## config.mk

```make
export PLATFORM = sky130hd
export DESIGN_NAME = rx_ring_writer
export DESIGN_NICKNAME = d
export VERILOG_FILES = /design/src/rtl/rxring_pkg.sv /design/src/rtl/rxring_space.sv /design/src/rtl/rxring_next.sv /design/src/rtl/rxring_step.sv /design/src/rtl/rx_ring_writer.sv
export SDC_FILE = /design/constraint.sdc
export NUM_CORES = 1
export LEC_CHECK = 0
export BUFFER_PORTS_ARGS = -buffer_cell sky130_fd_sc_hd__buf_2
export CAP_MARGIN = 15
export CORE_ASPECT_RATIO = 1.25
export CORE_MARGIN = 3
export CORE_UTILIZATION = 55
export CTS_BUF_LIST = sky130_fd_sc_hd__clkbuf_8
export DETAILED_ROUTE_END_ITERATION = 16
export GPL_ROUTABILITY_DRIVEN = 0
export PLACE_DENSITY = 0.85
export SETUP_SLACK_MARGIN = 0.05
export SYNTH_ARGS = -nofsm -noshare
export SYNTH_HDL_FRONTEND = slang
export SYNTH_SLANG_ARGS = --single-unit
```

## constraint.sdc

```tcl
create_clock -name clk -period 5.41 [get_ports clk]
set_input_delay 1.082 -clock clk [delete_from_list [all_inputs] [get_ports clk]]
set_output_delay 1.082 -clock clk [all_outputs]
set_load 0.05 [all_outputs]
```

## src/rtl/rxring_pkg.sv

```systemverilog
package rxring_pkg;

   typedef enum logic [1:0] {
      RW_IDLE,
      RW_BODY,
      RW_FILL,
      RW_HEAD
   } rw_state_e;

   localparam logic [7:0] STAT_GOOD  = 8'h01;
   localparam logic [7:0] STAT_GROUP = 8'h20;
   localparam int         HEAD_BYTES = 4;
   localparam int         CRC_BYTES  = 4;

endpackage

```

## src/rtl/rxring_space.sv

```systemverilog
module rxring_space #(
   parameter int PG_W       = 8,
   parameter int PAGE_BITS  = 8,
   parameter int NEED_BYTES = 1518
) (
   input  logic [PG_W-1:0] first_pg,
   input  logic [PG_W-1:0] end_pg,
   input  logic [PG_W-1:0] guard_pg,
   input  logic [PG_W-1:0] wr_pg,
   output logic            room_ok
);
   localparam int FW = PG_W + 1;
   localparam int BW = FW + PAGE_BITS;

   if (NEED_BYTES >= (1 << BW)) begin : g_bad_need
      $error("rxring_space: NEED_BYTES does not fit the page range");
   end

   logic [FW-1:0] span_pg;
   logic [FW-1:0] used_pg;
   logic [FW-1:0] free_pg;
   logic          short_neg;

   always_comb begin
      span_pg   = {1'b0, end_pg} - {1'b0, first_pg};
      used_pg   = '0;
      short_neg = 1'b0;
      if (wr_pg < guard_pg) begin
         free_pg = {1'b0, guard_pg} - {1'b0, wr_pg};
      end else begin
         used_pg   = {1'b0, wr_pg} - {1'b0, guard_pg};
         short_neg = (used_pg > span_pg);
         free_pg   = span_pg - used_pg;
      end
      room_ok = (end_pg > first_pg) && !short_neg &&
                ({free_pg, {PAGE_BITS{1'b0}}} >= BW'(NEED_BYTES));
   end
endmodule

```

## src/rtl/rxring_next.sv

```systemverilog
module rxring_next
   import rxring_pkg::*;
#(
   parameter int PG_W      = 8,
   parameter int PAGE_BITS = 8,
   parameter int LEN_W     = 16
) (
   input  logic [PG_W-1:0]  base_pg,
   input  logic [PG_W-1:0]  first_pg,
   input  logic [PG_W-1:0]  end_pg,
   input  logic [LEN_W-1:0] total_len,
   output logic [PG_W-1:0]  next_pg
);
   localparam int NW    = ((LEN_W > PG_W) ? LEN_W : PG_W) + 2;
   localparam int ROUND = CRC_BYTES + (1 << PAGE_BITS) - 1;

   logic [NW-1:0] padded;
   logic [NW-1:0] span_pg;
   logic [NW-1:0] sum_pg;
   logic [NW-1:0] ring_pg;

   always_comb begin
      padded  = NW'(total_len) + NW'(ROUND);
      span_pg = padded >> PAGE_BITS;
      ring_pg = NW'(end_pg) - NW'(first_pg);
      sum_pg  = NW'(base_pg) + span_pg;
      if (sum_pg >= NW'(end_pg)) begin
         sum_pg = sum_pg - ring_pg;
      end
      next_pg = sum_pg[PG_W-1:0];
   end
endmodule

```

## src/rtl/rxring_step.sv

```systemverilog
module rxring_step #(
   parameter int PG_W      = 8,
   parameter int PAGE_BITS = 8
) (
   input  logic [PG_W+PAGE_BITS-1:0] cur_addr,
   input  logic [PG_W-1:0]           first_pg,
   input  logic [PG_W-1:0]           end_pg,
   output logic [PG_W+PAGE_BITS-1:0] nxt_addr
);
   localparam int ADDR_W = PG_W + PAGE_BITS;

   logic [ADDR_W-1:0] plus1;
   logic [ADDR_W-1:0] end_addr;
   logic [ADDR_W-1:0] first_addr;

   assign plus1      = cur_addr + ADDR_W'(1);
   assign end_addr   = {end_pg, {PAGE_BITS{1'b0}}};
   assign first_addr = {first_pg, {PAGE_BITS{1'b0}}};
   assign nxt_addr   = (plus1 == end_addr) ? first_addr : plus1;
endmodule

```

## src/rtl/rx_ring_writer.sv

```systemverilog
module rx_ring_writer
   import rxring_pkg::*;
#(
   parameter int PG_W      = 8,
   parameter int PAGE_BITS = 8,
   parameter int LEN_W     = 16,
   parameter int MAX_FRAME = 1514,
   parameter int MIN_FRAME = 60,
   parameter int RESET_PG  = 0
) (
   input  logic                      clk,
   input  logic                      rst_n,
   input  logic                      halt,
   input  logic [PG_W-1:0]           start_pg,
   input  logic [PG_W-1:0]           stop_pg,
   input  logic [PG_W-1:0]           bnd_pg,
   input  logic                      cur_ld,
   input  logic [PG_W-1:0]           cur_ld_pg,
   output logic [PG_W-1:0]           cur_pg,
   input  logic                      in_valid,
   input  logic                      in_sof,
   input  logic                      in_eof,
   input  logic [7:0]                in_data,
   output logic                      mem_we,
   output logic [PG_W+PAGE_BITS-1:0] mem_addr,
   output logic [7:0]                mem_wdata,
   output logic                      frame_done,
   output logic                      frame_drop,
   output logic                      busy
);
   localparam int ADDR_W = PG_W + PAGE_BITS;
   localparam int NEED   = MAX_FRAME + HEAD_BYTES;

   // elaboration-time parameter checks
   if (PG_W < 2 || PG_W > 8) begin : g_bad_pg
      $error("rx_ring_writer: PG_W must lie in 2..8");
   end
   if (PAGE_BITS < 3) begin : g_bad_page
      $error("rx_ring_writer: PAGE_BITS must be at least 3");
   end
   if (LEN_W < 12 || LEN_W > 16) begin : g_bad_len
      $error("rx_ring_writer: LEN_W must lie in 12..16");
   end
   if (MIN_FRAME > MAX_FRAME || MAX_FRAME + 8 >= (1 << LEN_W)) begin : g_bad_frame
      $error("rx_ring_writer: frame limits inconsistent with LEN_W");
   end

   rw_state_e         state;
   logic [ADDR_W-1:0] wptr;
   logic [ADDR_W-1:0] wptr_nx;
   logic [PG_W-1:0]   base_pg;
   logic [PG_W-1:0]   next_pg;
   logic [PG_W-1:0]   cur_q;
   logic [LEN_W-1:0]  len_q;
   logic [LEN_W-1:0]  len_inc;
   logic [LEN_W-1:0]  total_len;
   logic [15:0]       tot16;
   logic              grp_q;
   logic [1:0]        hidx;
   logic              room_ok;
   logic              accept;
   logic              short_frame;
   logic              start_beat;
   logic [7:0]        head_byte;

   assign len_inc    = (state == RW_IDLE) ? LEN_W'(1) : len_q + LEN_W'(1);
   assign total_len  = len_q + LEN_W'(HEAD_BYTES);
   assign tot16      = 16'(total_len);
   assign accept     = room_ok && !halt;
   assign start_beat = in_valid && in_sof;
   assign busy       = (state != RW_IDLE);
   assign cur_pg     = cur_q;

   // minimum-length fill: present only when a minimum is configured
   if (MIN_FRAME > 0) begin : g_pad
      assign short_frame = (len_inc < LEN_W'(MIN_FRAME));
   end else begin : g_nopad
      assign short_frame = 1'b0;
   end

   always_comb begin
      case (hidx)
         2'd0:    head_byte = STAT_GOOD | (grp_q ? STAT_GROUP : 8'h00);
         2'd1:    head_byte = 8'(next_pg);
         2'd2:    head_byte = tot16[7:0];
         default: head_byte = tot16[15:8];
      endcase
   end

   rxring_space #(
      .PG_W      (PG_W),
      .PAGE_BITS (PAGE_BITS),
      .NEED_BYTES(NEED)
   ) u_space (
      .first_pg(start_pg),
      .end_pg  (stop_pg),
      .guard_pg(bnd_pg),
      .wr_pg   (cur_q),
      .room_ok (room_ok)
   );

   rxring_next #(
      .PG_W     (PG_W),
      .PAGE_BITS(PAGE_BITS),
      .LEN_W    (LEN_W)
   ) u_next (
      .base_pg  (base_pg),
      .first_pg (start_pg),
      .end_pg   (stop_pg),
      .total_len(total_len),
      .next_pg  (next_pg)
   );

   rxring_step #(
      .PG_W     (PG_W),
      .PAGE_BITS(PAGE_BITS)
   ) u_step (
      .cur_addr(wptr),
      .first_pg(start_pg),
      .end_pg  (stop_pg),
      .nxt_addr(wptr_nx)
   );

   always_ff @(posedge clk) begin
      if (!rst_n) begin
         state      <= RW_IDLE;
         wptr       <= '0;
         base_pg    <= '0;
         cur_q      <= PG_W'(RESET_PG);
         len_q      <= '0;
         grp_q      <= 1'b0;
         hidx       <= 2'd0;
         mem_we     <= 1'b0;
         mem_addr   <= '0;
         mem_wdata  <= '0;
         frame_done <= 1'b0;
         frame_drop <= 1'b0;
      end else begin
         mem_we     <= 1'b0;
         frame_done <= 1'b0;
         frame_drop <= 1'b0;
         if (cur_ld) begin
            cur_q <= cur_ld_pg;
         end
         unique case (state)
            RW_IDLE: begin
               if (start_beat) begin
                  if (accept) begin
                     base_pg   <= cur_q;
                     mem_we    <= 1'b1;
                     mem_addr  <= {cur_q, PAGE_BITS'(HEAD_BYTES)};
                     mem_wdata <= in_data;
                     wptr      <= {cur_q, PAGE_BITS'(HEAD_BYTES + 1)};
                     len_q     <= len_inc;
                     grp_q     <= in_data[0];
                     hidx      <= 2'd0;
                     if (in_eof) begin
                        state <= short_frame ? RW_FILL : RW_HEAD;
                     end else begin
                        state <= RW_BODY;
                     end
                  end else begin
                     frame_drop <= 1'b1;
                  end
               end
            end
            RW_BODY: begin
               if (in_valid) begin
                  if (in_sof) begin
                     frame_drop <= 1'b1;
                  end else begin
                     mem_we    <= 1'b1;
                     mem_addr  <= wptr;
                     mem_wdata <= in_data;
                     wptr      <= wptr_nx;
                     len_q     <= len_inc;
                     if (in_eof) begin
                        state <= short_frame ? RW_FILL : RW_HEAD;
                     end
                  end
               end
            end
            RW_FILL: begin
               frame_drop <= start_beat;
               mem_we     <= 1'b1;
               mem_addr   <= wptr;
               mem_wdata  <= 8'h00;
               wptr       <= wptr_nx;
               len_q      <= len_inc;
               if (!short_frame) begin
                  state <= RW_HEAD;
               end
            end
            RW_HEAD: begin
               frame_drop <= start_beat;
               mem_we     <= 1'b1;
               mem_addr   <= {base_pg, PAGE_BITS'(hidx)};
               mem_wdata  <= head_byte;
               hidx       <= hidx + 2'd1;
               if (hidx == 2'd3) begin
                  cur_q      <= next_pg;
                  frame_done <= 1'b1;
                  state      <= RW_IDLE;
               end
            end
            default: state <= RW_IDLE;
         endcase
      end
   end
endmodule

```

* Word level (Yosys, flattened, before mapping)
Index checks and enable logic that the tools add are counted.
** Storage, ports and cells
- Output and inout port bits :: 36
- Register bits after elaboration :: 80
- Word-level logic and storage cells :: 116
- Bits of input ports :: 47
** Cells by class
- Magnitude comparators :: 6
- Equality and inequality tests :: 14
- Reduce and logical (&&, ||, !) cells :: 18
- Add/subtract/negate cells :: 12
- Multiplexer cells :: 54
** Operators with widths (number)
- 16-bit 2-to-1 mux :: 14
- 16-bit one-hot mux with 3 select lines :: 2
- 8-bit 2-to-1 mux :: 8
- 16-bit one-hot mux with 4 select lines :: 1
- 16-bit by 1-bit adder with 16-bit output, second input constant :: 2
- 8-bit one-hot mux with 4 select lines :: 1
- 8-bit by 8-bit subtractor with 9-bit output :: 3
- 8-bit one-hot mux with 3 select lines :: 1
- 2-bit 2-to-1 mux :: 10
- 16-bit by 9-bit adder with 17-bit output, second input constant :: 1
- 17-bit by 11-bit >= comparator with 1-bit output, second input constant :: 1
- 16-bit by 3-bit adder with 16-bit output, second input constant :: 1
- 16-bit equality test :: 1
- 16-bit by 6-bit < comparator with 1-bit output, second input constant :: 1
- 8-bit subtractor :: 2
- 2-bit != test, second input constant :: 7
- 1-bit 2-to-1 mux :: 11
- 8-bit by 9-bit adder with 10-bit output :: 1
- 10-bit by 8-bit >= comparator with 1-bit output :: 1
- 9-bit > comparator :: 1
- 9-bit 2-to-1 mux :: 1
- 9-bit subtractor :: 1
- 2-bit equality test, second input constant :: 4
- 8-bit > comparator :: 1
- other kinds (18) :: 27

* Longest topological paths before layout
- Word-level depth :: 10
- Gate-level depth with buffers :: 24
- Gate-level depth less buffers :: 23

* Hierarchy
From an unflattened synthesis, not the netlist that was laid out.
** Unflattened totals
- Cells, all modules :: 976
- Area, all modules :: 8060.2 um^2
** By module, submodules not included
- rx_ring_writer :: area an instance 4613.2 um^2, sequential area each 1601.5 um^2, cells each 539, instances 1
- rxring_space :: area an instance 1522.7 um^2, sequential area each 0.0 um^2, cells each 212, instances 1
- rxring_next :: area an instance 1266.2 um^2, sequential area each 0.0 um^2, cells each 143, instances 1
- rxring_step :: area an instance 658.1 um^2, sequential area each 0.0 um^2, cells each 82, instances 1

* Worst setup path before layout
No wires, ideal clock.
- Path kind :: input-to-reg
- Start point :: in stop_pg[0]
- End point :: reg mem_addr[10]
- Stages on the path :: 18
- Slack :: 0.649 ns
- Data required time :: 5.282 ns
- Library setup time :: 0.128 ns
- Arrival time :: 4.633 ns
- Path buffers :: 1
- Path through :: inv_1 > ha_1 > inv_1 > fa_1 > a21o_1 > a21oi_1 > xnor2_1 > ha_1 > a21o_1 > a21o_1 > a221oi_1 > xnor2_1 > o221ai_1 > or3_1 > nand3_1 > buf_2 > mux2i_1 > nor2_1
** Between the ends
- Longest elaborated chain between the ends :: 9
- Elaborated cells between the ends (all ways) :: 13
- Classes of those cells :: add/sub (2); order compare (3); eq/ne (1); mux (2); reduce/logical (5)
** Ends and longest elaborated chain
- from (decl) :: RTL line rx_ring_writer.sv:15 : input logic [PG_W-1:0] stop_pg,
- branches (longest 5 deep; another with 17-bit by 11-bit >= comparator with 1-bit output)
- 1-bit logical AND * :: RTL line rxring_space.sv:35 : room_ok = (end_pg > first_pg) && !short_neg &&
- 1-bit logical AND * :: RTL line rx_ring_writer.sv:69 : assign accept = room_ok && !halt;
- 2-bit != test (no line) *
- 4-bit AND reduction (no line) *
- to (signal assigned) :: RTL line rx_ring_writer.sv:151 : mem_addr <= {cur_q, PAGE_BITS'(HEAD_BYTES)};
- to (signal assigned) :: RTL line rx_ring_writer.sv:173 : mem_addr <= wptr;
- to (signal assigned) :: RTL line rx_ring_writer.sv:186 : mem_addr <= wptr;
- to (decl) :: RTL line rx_ring_writer.sv:25 : output logic [PG_W+PAGE_BITS-1:0] mem_addr,
Mark *: on every way between the ends.
A chain may end at the register's enable or synchronous reset.

* Worst setup path in the final report
- Start point :: reg len_q[2]
- End point :: reg cur_q[2] (netlist: cur_pg[2])
** Between the ends
- Longest elaborated chain between the ends :: 7
- Elaborated cells between the ends (all ways) :: 8
- Classes of those cells :: add/sub (4); order compare (1); mux (3)
** Ends and longest elaborated chain
- from (decl) :: RTL line rx_ring_writer.sv:54 : logic [LEN_W-1:0] len_q;
- from (signal assigned) :: RTL line rx_ring_writer.sv:154 : len_q <= len_inc;
- from (signal assigned) :: RTL line rx_ring_writer.sv:176 : len_q <= len_inc;
- from (signal assigned) :: RTL line rx_ring_writer.sv:189 : len_q <= len_inc;
- 16-bit by 3-bit adder with 16-bit output * :: RTL line rx_ring_writer.sv:67 : assign total_len = len_q + LEN_W'(HEAD_BYTES);
- 16-bit by 9-bit adder with 17-bit output * :: RTL line rxring_next.sv:23 : padded = NW'(total_len) + NW'(ROUND);
- 8-bit by 9-bit adder with 10-bit output * :: RTL line rxring_next.sv:26 : sum_pg = NW'(base_pg) + span_pg;
- 8-bit subtractor / 10-bit by 8-bit >= comparator with 1-bit output (equally long branches) :: RTL line rxring_next.sv:28, rxring_next.sv:27
- 8-bit 2-to-1 mux * :: RTL line rxring_next.sv:27 : if (sum_pg >= NW'(end_pg)) begin
- 8-bit 2-to-1 mux * :: RTL line rx_ring_writer.sv:200 : if (hidx == 2'd3) begin
- 8-bit 2-to-1 mux * :: RTL line rx_ring_writer.sv:145 : unique case (state)
- to (signal assigned) :: RTL line rx_ring_writer.sv:129 : cur_q <= PG_W'(RESET_PG);
- to (signal assigned) :: RTL line rx_ring_writer.sv:143 : cur_q <= cur_ld_pg;
- to (signal assigned) :: RTL line rx_ring_writer.sv:201 : cur_q <= next_pg;
- to (decl) :: RTL line rx_ring_writer.sv:53 : logic [PG_W-1:0] cur_q;
Every way passes the cells marked *; elsewhere a longest branch is shown, timed or not.

==> results.sh <==
export IMPL_critical_path_peak_fanout=9
export IMPL_p_leak_nw=3.75
export IMPL_cts_inserted_buffers=9
export IMPL_clk_pin_slew_worst_paths_ps=90
export IMPL_cts_max_level=3
export IMPL_whs_ps=499
export IMPL_hold_path_class="flop to flop"
export IMPL_nNetsFinal=1197
export IMPL_r2r_start="len_q[2]"
export IMPL_finalCritPeriodShare_pct=95.1
export IMPL_io_pins=83
export IMPL_drc=0
export IMPL_cts_sinks=80
export IMPL_seq_area_frac_synth_pct=20.3
export IMPL_synthTopCellsByArea="dfxtp_1, ha_1, a21oi_1"
export IMPL_avgSynthCellArea_um2=7.80
export IMPL_antenna_found_initial=0
export IMPL_synthToLayoutAreaGrowth_pct=10.9
export IMPL_wl_um=24300
export IMPL_syn_num_nets=1142
export IMPL_cp_slowest_cell="mux2i_1"
export IMPL_synth_area_um2=7880
export IMPL_max_stage_delay_ps=490
export IMPL_cp_data_required_time_ps=5680
export IMPL_clk_path_buf_depth=2
export IMPL_ys_async_sr_fraction_pct=0
export IMPL_synth_cell_types=83
export IMPL_dp_cells=1229
export IMPL_ys_warn_count=0
export IMPL_track_usage_pct=29.9
export IMPL_ant_nets=0
export IMPL_yosys_area_top_type="dfxtp_1"
export IMPL_critPathLaunchType="flop"
export IMPL_setup_viol=0
export IMPL_worstPathArrival_ps=5410
export IMPL_die_h_um=140
export IMPL_dieArea_um2=15800
export IMPL_layout_common_cells="nor2_1, buf_2, dfxtp_1, ha_1, inv_1"
export IMPL_power_mw=2.71
export IMPL_fmax_mhz=194
export IMPL_diodes=0
export IMPL_r2r_cells=23
export IMPL_hold_end="mem_addr[3]"
export IMPL_port_buffers=82
export IMPL_min_from="mem_addr[3]"
export IMPL_skew_ps=14.1
export IMPL_drv_slew=0
export IMPL_avgViaCountPerCell=6.45
export IMPL_maxCapViolCount=0
export IMPL_r2r_end="cur_pg[2]"
export IMPL_stdcell_count=1246
export IMPL_grt_max_degree=57
export IMPL_crit_chain="buf_4 -> inv_1 -> ha_1 -> nand2b_1 -> or4_1 -> o31a_2 -> a21oi_1 -> nor2b_1 -> xnor2_2 -> ha_1 -> a21o_1 -> a31oi_2 -> xnor2_2 -> ha_1 -> o21a_1 -> o21a_1 -> o21ai_0 -> a32oi_1 -> a21oi_4 -> buf_12 -> mux2i_1 -> nand3_1 -> and3_1"
export IMPL_dr_pass1_iters=8
export IMPL_finalHoldViolations=0
export IMPL_place_area_um2=8450
export IMPL_relSlewSlack_pct=33.5
export IMPL_ir_drop_mv=0.230
export IMPL_synthesis_instances=1011
export IMPL_clk_latency_ps=380
export IMPL_synth_ff_type="dfxtp_1"
export IMPL_grt_pass1_vias=7519
export IMPL_synth_edff_count=0
export IMPL_run_status="completed"
export IMPL_num_vias=8039
export IMPL_design_area_um2=8740
export IMPL_wire_per_inst_um=19.5
export IMPL_path_class="flop to flop"
export IMPL_crit_top_cell="ha_1"
export IMPL_initial_utilization_pct=56.6
export IMPL_coreArea_um2=13900
export IMPL_period_minus_slack_ps=5140
export IMPL_final_common_cell="nor2_1"
export IMPL_initialDrtViolationCount=742
export IMPL_powerDensity_nw_per_um2=310
export IMPL_synth_top_area_share_pct=20.3
export IMPL_hpwlAfterDp_um=18100
export IMPL_hold_buffers=0
export IMPL_ys_ff_latch=80
export IMPL_worstSetupEndpointType="flop"
export IMPL_tightestPinTransition_ps=997
export IMPL_reg2reg_slack_ps=270
export IMPL_rows=48
export IMPL_grt_pass1_wl_um=38400
export IMPL_grt_overflow=0
export IMPL_hold_depth=2
export IMPL_cts_root_buf="clkbuf_8"
export IMPL_die_x_um=113
export IMPL_cts_tree="done"
export IMPL_drive_above_1_share_pct=15.0
export IMPL_tns_ps=0
## area by class of cell
cell class                 instances  area (um2)
clock inverter                     6        67.6
clock buffer                      10         138
timing repair buffer             111         641
tap                              175         219
multi-input combinational        791        5800
inverter                          73         274
fill                            1234        5190
sequential                        80        1600
## timing repair
item | 4_1_cts | 5_1_grt
setup endpoints to repair | 0 | 14
hold endpoints to repair | 0 | 0
setup buffers | 0 | 1
resized for setup | 0 | 11
## cells in the mapped netlist, drive strengths merged (3+ instances only)
cell type and number:
xor2 22, or3 4, a41oi 8, xnor3 5, a211oi 11, a22oi 9, and3 14, nor3b 5
o21bai 6, xnor2 40, nand3 34, o211a 3, inv 71, nor4 11, o21ai 54, o22ai 7
and4 8, a2111o 4, nor2 89, o21a 17, and2 5, buf 15, a32o 5, nor3 30
clkbuf 52, nand2 62, a221oi 12, a21oi 71, a311oi 15, nand4 14, o2111ai 4, ha 72
dfxtp 80, or2 8, o211ai 6, nor2b 9, mux2i 34, a21boi 3, o31ai 6, fa 12
nand2b 12, a31oi 12, a21o 12
## critical path: cells and delay by family (launching register included)
family	cells	cell delay (ps)
flip-flops	1	320
AO/OA/AOI/OAI	9	1570
adder cells (fa/ha/maj)	3	840
AND/OR/NAND/NOR	5	1030
XOR/XNOR	2	320
buffers and inverters	3	440
multiplexers	1	490
## sequential cells by signal, summed over array words and instances (netlist names), 2 cells and up
signal	cells
base_pg	8
cur_pg	8
hidx	2
len_q	16
mem_addr	16
mem_wdata	8
state	2
wptr	16
## logic make-up (layout without fill, tap and decap cells)
logic type | count (synthesis) | after routing | synth area share, %
compound gates | 290 | 290 | 25.2
xor+xnor | 67 | 67 | 8.32
fa+ha+maj | 84 | 84 | 14.5
buf+inv | 140 | 200 | 6.98
flops | 80 | 80 | 20.3
mux | 36 | 36 | 4.65
simple gates | 314 | 314 | 20.1
## metrics by stage
| stage | utilization, % | setup slack, ps |
|---|---|---|
| 3_3_place_gp | 60.7 | 283 |
| 6_report | 62.7 | 268 |
| 2_1_floorplan | - | 649 |
| 5_1_grt | 62.7 | -28.9 |
| 4_1_cts | 62.1 | 149 |
| 3_5_place_dp | 60.7 | 198 |
## power by group
| group | total [mW] | switching, mW | internal (mW) |
|---|---|---|---|
| Clock | 0.475 | 0.247 | 0.227 |
| Combinational | 1.46 | 0.946 | 0.518 |
| Sequential | 0.773 | 0.100 | 0.673 |
| Total | 2.71 | 1.29 | 1.42 |
## per-layer routing
| layer | vias to the layer above | global-route usage [%] | share of wire (%) |
|---|---|---|---|
| met3 | 99 | 3.83 | 7.6 |
| met2 | 436 | 50.0 | 48 |
| met4 | 0 | 17.2 | 6.2 |
| li1 | 3793 | - | - |
| met1 | 3711 | 36.8 | 38 |
| met5 | - | 0 | 0 |
## worst max-delay path by stage
stage                from      endpoint  slack [ps]  cells after the start
6_report         len_q[2]     cur_pg[2]         270                     23
5_1_grt          len_q[2]     cur_pg[5]         -30                     23
4_1_cts          len_q[2]     cur_pg[3]         150                     22
3_5_place_dp   stop_pg[0]  mem_addr[15]         200                     20
3_3_place_gp    bnd_pg[2]       wptr[0]         280                     19
2_1_floorplan  stop_pg[0]  mem_addr[10]         650                     18
No activity file was read; power rests on OpenSTA's default activity.
